File: config.mk
export PLATFORM = sky130hd
export DESIGN_NAME = onsamp_timer
export DESIGN_NICKNAME = d
export VERILOG_FILES = /design/src/rtl/onsamp_pkg.sv /design/src/rtl/onsamp_deadtime.sv /design/src/rtl/onsamp_meter.sv /design/src/rtl/onsamp_trip_ctl.sv /design/src/rtl/onsamp_timer.sv
export SDC_FILE = /design/constraint.sdc
export NUM_CORES = 1
export LEC_CHECK = 0
export BUFFER_PORTS_ARGS = -buffer_cell sky130_fd_sc_hd__buf_2
export CORE_MARGIN = 10
export CORE_UTILIZATION = 40
export DETAILED_ROUTE_END_ITERATION = 7
export PLACE_DENSITY = 0.56
export SKIP_CTS_REPAIR_TIMING = 1
export SLEW_MARGIN = 0
export SYNTH_ARGS = -nofsm -noshare
export SYNTH_HDL_FRONTEND = slang
export SYNTH_SLANG_ARGS = --single-unit
File: constraint.sdc
create_clock -name clk -period 5.16 [get_ports clk]
set_input_delay 0 -clock clk [delete_from_list [all_inputs] [get_ports clk]]
set_output_delay 0 -clock clk [all_outputs]
set_load 0.005 [all_outputs]
File: src/rtl/onsamp_pkg.sv
package onsamp_pkg;
  typedef enum logic [1:0] {
    ST_ARMED  = 2'd0,
    ST_FINISH = 2'd1,
    ST_HALF   = 2'd2,
    ST_OFF    = 2'd3
  } trip_state_e;
endpackage

File: src/rtl/onsamp_deadtime.sv
module onsamp_deadtime #(
  parameter int DT_HL = 8,
  parameter int DT_LH = 9
) (
  input  logic clk,
  input  logic rst_n,
  input  logic hs_cmd,
  input  logic allow_hs,
  input  logic allow_ls,
  output logic hs_req,
  output logic hs_gate,
  output logic ls_gate
);
  localparam int DT_MAX = (DT_HL > DT_LH) ? DT_HL : DT_LH;
  localparam int W = $clog2(DT_MAX + 1);
  localparam logic [W-1:0] HL_END = W'(DT_HL);
  localparam logic [W-1:0] LH_END = W'(DT_LH);

  logic [W-1:0] lo_cnt, hi_cnt;

  always_ff @(posedge clk or negedge rst_n) begin
    if (!rst_n) begin
      lo_cnt <= '0;
      hi_cnt <= '0;
    end else begin
      if (hs_cmd) begin
        lo_cnt <= '0;
        if (hi_cnt != LH_END) hi_cnt <= hi_cnt + 1'b1;
      end else begin
        hi_cnt <= '0;
        if (lo_cnt != HL_END) lo_cnt <= lo_cnt + 1'b1;
      end
    end
  end

  assign hs_req  = hs_cmd && (hi_cnt == LH_END);
  assign hs_gate = hs_req && allow_hs;
  assign ls_gate = !hs_cmd && (lo_cnt == HL_END) && allow_ls;
endmodule

File: src/rtl/onsamp_meter.sv
module onsamp_meter #(
  parameter int CNT_W = 10
) (
  input  logic             clk,
  input  logic             rst_n,
  input  logic             hs_gate,
  input  logic             clr_lim,
  output logic [CNT_W-1:0] ton_cnt,
  output logic             end_evt,
  output logic             sense_win
);
  localparam logic [CNT_W-1:0] FULL = '1;

  logic [CNT_W-1:0] lim;

  assign end_evt   = !hs_gate && (ton_cnt != '0);
  assign sense_win = hs_gate && (ton_cnt < lim);

  always_ff @(posedge clk or negedge rst_n) begin
    if (!rst_n) begin
      ton_cnt <= '0;
      lim     <= '0;
    end else begin
      if (hs_gate) begin
        if (ton_cnt != FULL) ton_cnt <= ton_cnt + 1'b1;
      end else if (end_evt) begin
        ton_cnt <= '0;
        lim     <= (ton_cnt >> 1) + (ton_cnt >> 2);
      end
      if (clr_lim) lim <= '0;
    end
  end
endmodule

File: src/rtl/onsamp_trip_ctl.sv
module onsamp_trip_ctl
  import onsamp_pkg::*;
#(
  parameter int CNT_W = 10
) (
  input  logic             clk,
  input  logic             rst_n,
  input  logic             hs_req,
  input  logic [CNT_W-1:0] ton_cnt,
  input  logic             end_evt,
  input  logic             sense_win,
  input  logic             sense_trip,
  input  logic             rearm,
  output logic             allow_hs,
  output logic             allow_ls,
  output logic             clr_lim,
  output logic             fault_pulse,
  output logic             halted
);
  trip_state_e      st;
  logic [CNT_W-1:0] half_lim;
  logic             cut, detect;

  assign cut      = (st == ST_HALF) && (ton_cnt >= half_lim);
  assign detect   = (st == ST_ARMED) && sense_win && sense_trip;
  assign allow_hs = (st != ST_OFF) && !cut;
  assign allow_ls = (st != ST_OFF);
  assign halted   = (st == ST_OFF);
  assign clr_lim  = (st == ST_OFF) && rearm;

  always_ff @(posedge clk or negedge rst_n) begin
    if (!rst_n) begin
      st          <= ST_ARMED;
      half_lim    <= '0;
      fault_pulse <= 1'b0;
    end else begin
      fault_pulse <= detect;
      unique case (st)
        ST_ARMED:  if (detect) st <= ST_FINISH;
        ST_FINISH: if (end_evt) begin
                     st       <= ST_HALF;
                     half_lim <= ton_cnt >> 1;
                   end
        ST_HALF:   if ((hs_req && cut) || end_evt) st <= ST_OFF;
        ST_OFF:    if (rearm) st <= ST_ARMED;
        default:   st <= ST_ARMED;
      endcase
    end
  end
endmodule

File: src/rtl/onsamp_timer.sv
module onsamp_timer #(
  parameter int CNT_W = 10,
  parameter int DT_HL = 8,
  parameter int DT_LH = 9
) (
  input  logic clk,
  input  logic rst_n,
  input  logic hs_cmd,
  input  logic sense_trip,
  input  logic rearm,
  output logic hs_gate,
  output logic ls_gate,
  output logic sense_win,
  output logic fault_pulse,
  output logic halted
);
  logic             hs_req, allow_hs, allow_ls, clr_lim, end_evt;
  logic [CNT_W-1:0] ton_cnt;

  onsamp_deadtime #(.DT_HL(DT_HL), .DT_LH(DT_LH)) u_dt (
    .clk(clk), .rst_n(rst_n), .hs_cmd(hs_cmd),
    .allow_hs(allow_hs), .allow_ls(allow_ls),
    .hs_req(hs_req), .hs_gate(hs_gate), .ls_gate(ls_gate)
  );

  onsamp_meter #(.CNT_W(CNT_W)) u_meter (
    .clk(clk), .rst_n(rst_n), .hs_gate(hs_gate), .clr_lim(clr_lim),
    .ton_cnt(ton_cnt), .end_evt(end_evt), .sense_win(sense_win)
  );

  onsamp_trip_ctl #(.CNT_W(CNT_W)) u_ctl (
    .clk(clk), .rst_n(rst_n), .hs_req(hs_req), .ton_cnt(ton_cnt),
    .end_evt(end_evt), .sense_win(sense_win), .sense_trip(sense_trip),
    .rearm(rearm), .allow_hs(allow_hs), .allow_ls(allow_ls),
    .clr_lim(clr_lim), .fault_pulse(fault_pulse), .halted(halted)
  );
endmodule

### Yosys cells after proc, flatten, opt, wreduce, memory -nomap -nowiden

Index checks and enable logic that the tools add are counted.
W data, S select, Z words.

| word-level totals | value |
|---|---|
| word-level logic and storage cells | 69 |
| register bits after elaboration | 40 |

| cells by class | value |
|---|---|
| muxes and demuxes | 15 |
| $lt $le $gt $ge | 2 |
| add/sub/neg operators | 4 |
| eq/ne operators | 16 |
| reduce and logical (&&, ||, !) cells | 25 |

Operator list:

| kind | number |
|---|---|
| $mux W10 | 6 |
| $mux W4 | 4 |
| $logic_and A1 B1 Y1 | 12 |
| $add A10 B1 Y10 const B | 1 |
| $add A9 B8 Y10 | 1 |
| $ge A10 B9 Y1 | 1 |
| $lt A10 B10 Y1 | 1 |
| $ne A10 B10 Y1 const B | 1 |
| $ne A2 B2 Y1 const B | 5 |
| $reduce_bool A10 Y1 | 1 |
| $add A4 B1 Y4 const B | 2 |
| $eq A4 B4 Y1 const B | 2 |
| $mux W2 | 4 |
| $ne A4 B4 Y1 const B | 2 |
| $pmux W2 S4 | 1 |
| $ne A2 B1 Y1 const B | 3 |
| $reduce_and A2 Y1 | 3 |
| $reduce_bool A2 Y1 | 3 |
| $eq A2 B2 Y1 const B | 2 |
| $reduce_and A4 Y1 | 1 |
| $logic_not A1 Y1 | 3 |
| $eq A2 B1 Y1 const B | 1 |
| $logic_not A2 Y1 | 1 |
| $logic_or A1 B1 Y1 | 1 |

### Longest topological paths before layout

| depth | value |
|---|---|
| depth after elaboration | 10 |
| mapped depth | 10 |

### Hierarchy

From an unflattened synthesis, not the netlist that was laid out.

| second synthesis, totals | value |
|---|---|
| cell total of the unflattened synthesis | 308 |
| area, all modules | 2922.8 µm² |

By module, submodules not included:

| module | cells each | times used | seq. area each (µm²) | area each (µm²) |
|---|---|---|---|---|
| onsamp_meter | 189 | 1 | 500.5 | 1666.6 |
| onsamp_trip_ctl | 76 | 1 | 300.3 | 803.3 |
| onsamp_deadtime | 43 | 1 | 200.2 | 452.9 |

### Worst setup path after synthesis

No wires, ideal clock.

| path | value |
|---|---|
| kind | reg2reg |
| start point | register u_meter.ton_cnt[0] |
| end point | register u_ctl.st[1] |
| arrival time | 2244 ps |
| setup time | 125 ps |
| clock period less this slack | 2369 ps |
| stages on the path, launching flop included | 10 |
| setup slack | 2791 ps |
| cells stage by stage | dfrtp_1 -> inv_1 -> ha_1 -> nor2_1 -> a21oi_2 -> o41ai_4 -> o21ai_4 -> a2111oi_4 -> o2111ai_2 -> mux2_4 |

| between the ends | value |
|---|---|
| word-level cells in the longest chain between the ends | 10 |
| elaborated cells between the ends (all ways) | 18 |

Ends and longest elaborated chain:

| item | RTL line | text |
|---|---|---|
| start, declared | onsamp_meter.sv:8 | `output logic [CNT_W-1:0] ton_cnt,` |
| start signal, assigned | onsamp_meter.sv:25 | `if (ton_cnt != FULL) ton_cnt <= ton_cnt + 1'b1;` |
| $ge A10 B9 Y1 | onsamp_trip_ctl.sv:24 | `assign cut = (st == ST_HALF) && (ton_cnt >= half_lim);` |
| $logic_and A1 B1 Y1 | onsamp_trip_ctl.sv:24 |  |
| $logic_not A1 Y1 | onsamp_trip_ctl.sv:26 | `assign allow_hs = (st != ST_OFF) && !cut;` |
| $logic_and A1 B1 Y1 | onsamp_trip_ctl.sv:26 |  |
| $logic_and A1 B1 Y1 | onsamp_deadtime.sv:37 | `assign hs_gate = hs_req && allow_hs;` |
| $logic_and A1 B1 Y1 * | onsamp_meter.sv:17 | `assign sense_win = hs_gate && (ton_cnt < lim);` |
| net sense_win | onsamp_timer.sv:13 | `output logic sense_win,` |
| $logic_and A1 B1 Y1 * (2 in a row) | onsamp_trip_ctl.sv:25 | `assign detect = (st == ST_ARMED) && sense_win && sense_trip;` |
| $ne A2 B1 Y1 (no line) * | -- |  |
| $reduce_and A4 Y1 (no line) * | -- |  |
| end signal, assigned | onsamp_trip_ctl.sv:33 | `st <= ST_ARMED;` |
| end signal, assigned | onsamp_trip_ctl.sv:39 | `ST_ARMED: if (detect) st <= ST_FINISH;` |
| end signal, assigned | onsamp_trip_ctl.sv:41 | `st <= ST_HALF;` |
| end, declared | onsamp_trip_ctl.sv:20 | `trip_state_e st;` |

The timed path passes the listed nets; every way through them passes the cells marked *.
A chain may end at the register's enable or synchronous reset.

### Worst setup path in the final report

| path | value |
|---|---|
| start point | register u_meter.ton_cnt[8] |
| end point | register u_ctl.half_lim[0] |

| between the ends | value |
|---|---|
| word-level cells in the longest chain between the ends | 8 |
| elaborated cells between the ends (all ways) | 9 |

Ends and longest elaborated chain:

| item | RTL line | text |
|---|---|---|
| $ge A10 B9 Y1 | onsamp_trip_ctl.sv:24 |  |
| $logic_and A1 B1 Y1 | onsamp_trip_ctl.sv:24 |  |
| $logic_not A1 Y1 | onsamp_trip_ctl.sv:26 |  |
| $logic_and A1 B1 Y1 | onsamp_trip_ctl.sv:26 |  |
| $logic_and A1 B1 Y1 | onsamp_deadtime.sv:37 |  |
| $logic_not A1 Y1 | onsamp_meter.sv:16 | `assign end_evt = !hs_gate && (ton_cnt != '0);` |
| $logic_and A1 B1 Y1 * | onsamp_meter.sv:16 |  |
| $reduce_and A2 Y1 (no line) * | -- |  |
| end signal, assigned | onsamp_trip_ctl.sv:42 | `half_lim <= ton_cnt >> 1;` |
| end, declared | onsamp_trip_ctl.sv:21 | `logic [CNT_W-1:0] half_lim;` |

Mark *: on every way between the ends. The rest lies on a longest branch, timed or not.

==> flow_summary.json <==
{
  "globalRouteMet3Util_pct": 2.15,
  "dieHeight_microns": 105,
  "postSynth.asyncResetShare_pct": 100,
  "hold_viol_final": 2,
  "cts.sink_count": 40,
  "fp.dieArea_sq_um": 10900,
  "cp_max_fo": 18,
  "post_synth_most_frequent_cells": "42 x sky130_fd_sc_hd__ha_1, 41 x sky130_fd_sc_hd__inv_1, 40 x sky130_fd_sc_hd__dfrtp_1",
  "ys_dominant_reg_cell": "sky130_fd_sc_hd__dfrtp_1",
  "syn-cell-area_sq_um": 2860,
  "total_leakage_power_nw": 1.53,
  "cts_max_path_buffers": 2,
  "hold_path_depth": 2,
  "postSynthCellCount": 302,
  "share_of_the_yosys_chip_area_belonging_to_registers_pct": 35.0,
  "fin_worst_skew_ns": 0.00805,
  "worstReg2RegStart": "u_meter.ton_cnt[8]",
  "post_synth_main_area_contributors": "sky130_fd_sc_hd__dfrtp_1 35%, sky130_fd_sc_hd__ha_1 18%, sky130_fd_sc_hd__inv_1 5.4%",
  "stdcell_area_sq_um": 3100,
  "drt-pass1-iter-count": 4,
  "cts.clk_slew.worst_paths_ns": 0.08,
  "hold-path-endpoint": "u_dt.lo_cnt[2]",
  "cell_area_reported_after_detailed_placement_sq_um": 3000,
  "cellPowerDensity_nw_per_um2": 279,
  "die_width_microns": 105,
  "finalCritPeriodShare_pct": 56.7,
  "setup_violations": 0,
  "mappedNetlistNets": 350,
  "worst_min_delay_path_category": "in2reg",
  "grt_overflow": 0,
  "antenna-diode-count": 0,
  "wl_microns": 6330,
  "nNetsFinal": 363,
  "totalNegativeSetupSlack_ns": 0,
  "io_buffers": 9,
  "use_met1_pct": 15.9,
  "num_vias": 2120,
  "detail_route.wl_per_cell_microns": 15.4,
  "worstHoldStart": "hs_cmd",
  "critical_path_required_ns": 5.34,
  "viasPerCell": 5.15,
  "start_util_pct": 41.6,
  "worstSkewPairLatency_ns": 0.29,
  "synth.ff_latch_count": 40,
  "synth_largest_type_area_fraction_pct": 35.0,
  "grt_max_degree": 41,
  "ys_types": 52,
  "r2r_end": "u_ctl.half_lim[0]",
  "timing.hold.ws_ns": -0.00255,
  "cts-buffers-inserted": 5,
  "filler_cells": 696,
  "yosys_warnings": 0,
  "first_global_vias": 2176,
  "worstRegToRegCells": 8,
  "htree_levels": 2,
  "timing.critical_path.to_type": "flop",
  "status": "complete, but fails checks",
  "detail-route-antenna-nets": 0,
  "postLayoutCoreUtil_pct": 45.2,
  "synth.most_common_cell": "sky130_fd_sc_hd__ha_1",
  "gr_met2_demand_resource_pct": 19.2,
  "drt-initial-drc-count": 107,
  "synth-edff-count": 0,
  "remaining_drc_errors": 0,
  "antenna_found_initial": 0,
  "period_minus_slack_ns": 2.92,
  "timing.critical_path.from_type": "flop",
  "place.detailed.hpwl_microns": 4970,
  "post_synth.cell_area_avg_sq_um": 9.47,
  "grt_most_used_layer": "met2",
  "maxClockFrequency_ghz": 0.342,
  "maxSlewViolCount": 0,
  "io_pins": 10,
  "cts_root_buf": "sky130_fd_sc_hd__clkbuf_8",
  "failed_checks": "hold timing",
  "rsz0062_at_grt": "false",
  "worstMarginPinSlew_ns": 0.908,
  "slew-limit-headroom_pct": 39.5,
  "worst-endpoint-arrival_ns": 3.10,
  "synth_top_area_cell": "sky130_fd_sc_hd__dfrtp_1",
  "layout-drive-gt1-share_pct": 8.86,
  "row_count": 30,
  "reg2reg_slack_ns": 2.24,
  "synthToLayoutAreaGrowth_pct": 8.58,
  "grt_use_total_pct": 12.0,
  "cts_tree": "done",
  "vdd_drop_max_mv": 0.110,
  "grt_pass1_wl_microns": 10800,
  "placeableCoreArea_sq_um": 6870,
  "max-cap-violations": 0,
  "criticalPathCategory": "reg2reg",
  "place_congestion": 0.881
}
-- worst max path at each step --
| stage | slack, ns | from | depth (start not counted) | end |
|---|---|---|---|---|
| 2_1_floorplan | 2.79 | u_meter.ton_cnt[0] | 9 | u_ctl.st[1] |
| 6_report | 2.24 | u_meter.ton_cnt[8] | 8 | u_ctl.half_lim[0] |
| 4_1_cts | 2.24 | u_meter.ton_cnt[8] | 8 | u_ctl.half_lim[0] |
| 3_3_place_gp | 2.33 | u_meter.ton_cnt[8] | 8 | u_ctl.half_lim[0] |
| 5_1_grt | 2.01 | u_meter.ton_cnt[8] | 8 | u_ctl.half_lim[0] |
| 3_5_place_dp | 2.26 | u_meter.ton_cnt[7] | 8 | u_ctl.half_lim[0] |
-- flip-flops by register name, summed over array words and instances, names as in the netlist --
register           flops
u_meter.lim           10
u_meter.ton_cnt       10
u_ctl.half_lim         9
u_dt.hi_cnt            4
u_dt.lo_cnt            4
u_ctl.st               2
u_ctl.fault_pulse      1
-- area by class of cell --
cell class,count,area [sq um],share of cell area [%]
Clock buffer,7,76.3,2.46
Clock inverter,1,8.76,0.282
Inverter,41,154,4.96
Multi-Input combinational cell,216,1680,54.1
Sequential cell,40,1000,32.2
Tap cell,96,120,3.87
Timing Repair Buffer,11,65.1,2.10
-- cell usage in the layout (no fill, tap or decap), types with 2 or more instances in the layout --
cell type                        n
sky130_fd_sc_hd__a211oi_1        3
sky130_fd_sc_hd__a21o_1          2
sky130_fd_sc_hd__a21oi_1        20
sky130_fd_sc_hd__a21oi_2         2
sky130_fd_sc_hd__a22o_1          2
sky130_fd_sc_hd__a31oi_1         3
sky130_fd_sc_hd__and2_1          5
sky130_fd_sc_hd__and3_1          4
sky130_fd_sc_hd__buf_2           9
sky130_fd_sc_hd__clkbuf_1        2
sky130_fd_sc_hd__clkbuf_8        5
sky130_fd_sc_hd__dfrtp_1        40
sky130_fd_sc_hd__dlygate4sd3_1   2
sky130_fd_sc_hd__ha_1           42
sky130_fd_sc_hd__inv_1          41
sky130_fd_sc_hd__mux2i_1        10
sky130_fd_sc_hd__nand2_1        23
sky130_fd_sc_hd__nand2b_1        2
sky130_fd_sc_hd__nand3_1         9
sky130_fd_sc_hd__nand3b_1        2
sky130_fd_sc_hd__nand4_1         3
sky130_fd_sc_hd__nor2_1         16
sky130_fd_sc_hd__nor2b_1         2
sky130_fd_sc_hd__nor3_1          5
sky130_fd_sc_hd__o211ai_1        2
sky130_fd_sc_hd__o21a_1          2
sky130_fd_sc_hd__o21ai_0        20
sky130_fd_sc_hd__o21ai_1         3
sky130_fd_sc_hd__o31ai_1         2
sky130_fd_sc_hd__o41ai_1         2
sky130_fd_sc_hd__xnor2_1         8
sky130_fd_sc_hd__xor2_1          2
-- per-stage QoR --
| stage | std cells | setup WS, ns | hold slack (ns) | power, mW |
|---|---|---|---|---|
| 2_1_floorplan | 302 | 2.79 | -0.296 | 0.593 |
| 3_3_place_gp | 402 | 2.33 | 0.199 | 0.659 |
| 3_5_place_dp | 402 | 2.26 | 0.202 | 0.663 |
| 4_1_cts | 410 | 2.24 | -0.126 | 0.875 |
| 5_1_grt | 412 | 2.01 | 0.0173 | 0.930 |
| 6_report | 412 | 2.24 | -0.00255 | 0.867 |
-- report_power, final --
part           leakage, nW  switching (mW)  internal (mW)
clock network       0.0424           0.113         0.0968
logic                0.961           0.160          0.107
registers            0.528          0.0251          0.364
-- layer usage --
| layer | routed length (microns) | vias to the layer above |
|---|---|---|
| met5 | 0 | - |
| met4 | 78 | 0 |
| met3 | 196 | 6 |
| met2 | 3030 | 30 |
| met1 | 3020 | 1007 |
| li1 | - | 1077 |
-- worst max-delay path, cell delays in order (launching register included) --
cell and delay (ns):
sky130_fd_sc_hd__dfrtp_1 0.47, sky130_fd_sc_hd__ha_1 0.35, sky130_fd_sc_hd__nand4b_1 0.10, sky130_fd_sc_hd__a21oi_1 0.22, sky130_fd_sc_hd__o41ai_4 0.14, sky130_fd_sc_hd__o21ai_4 0.45
sky130_fd_sc_hd__and2_1 0.45, sky130_fd_sc_hd__nand2_2 0.26, sky130_fd_sc_hd__mux2_1 0.37
-- kinds of logic (layout without fill, tap and decap cells) --
group | after synthesis | in the layout | synth area share, %
XOR/XNOR | 10 | 10 | 3.06
buffers and inverters | 46 | 60 | 6.26
adder cells (fa/ha/maj) | 43 | 43 | 19.1
multiplexers | 13 | 13 | 4.81
AO/OA/AOI/OAI | 72 | 72 | 17.5
flip-flops | 40 | 40 | 35.0
AND/OR/NAND/NOR | 78 | 78 | 14.3
(Power assumes the default switching activity.)
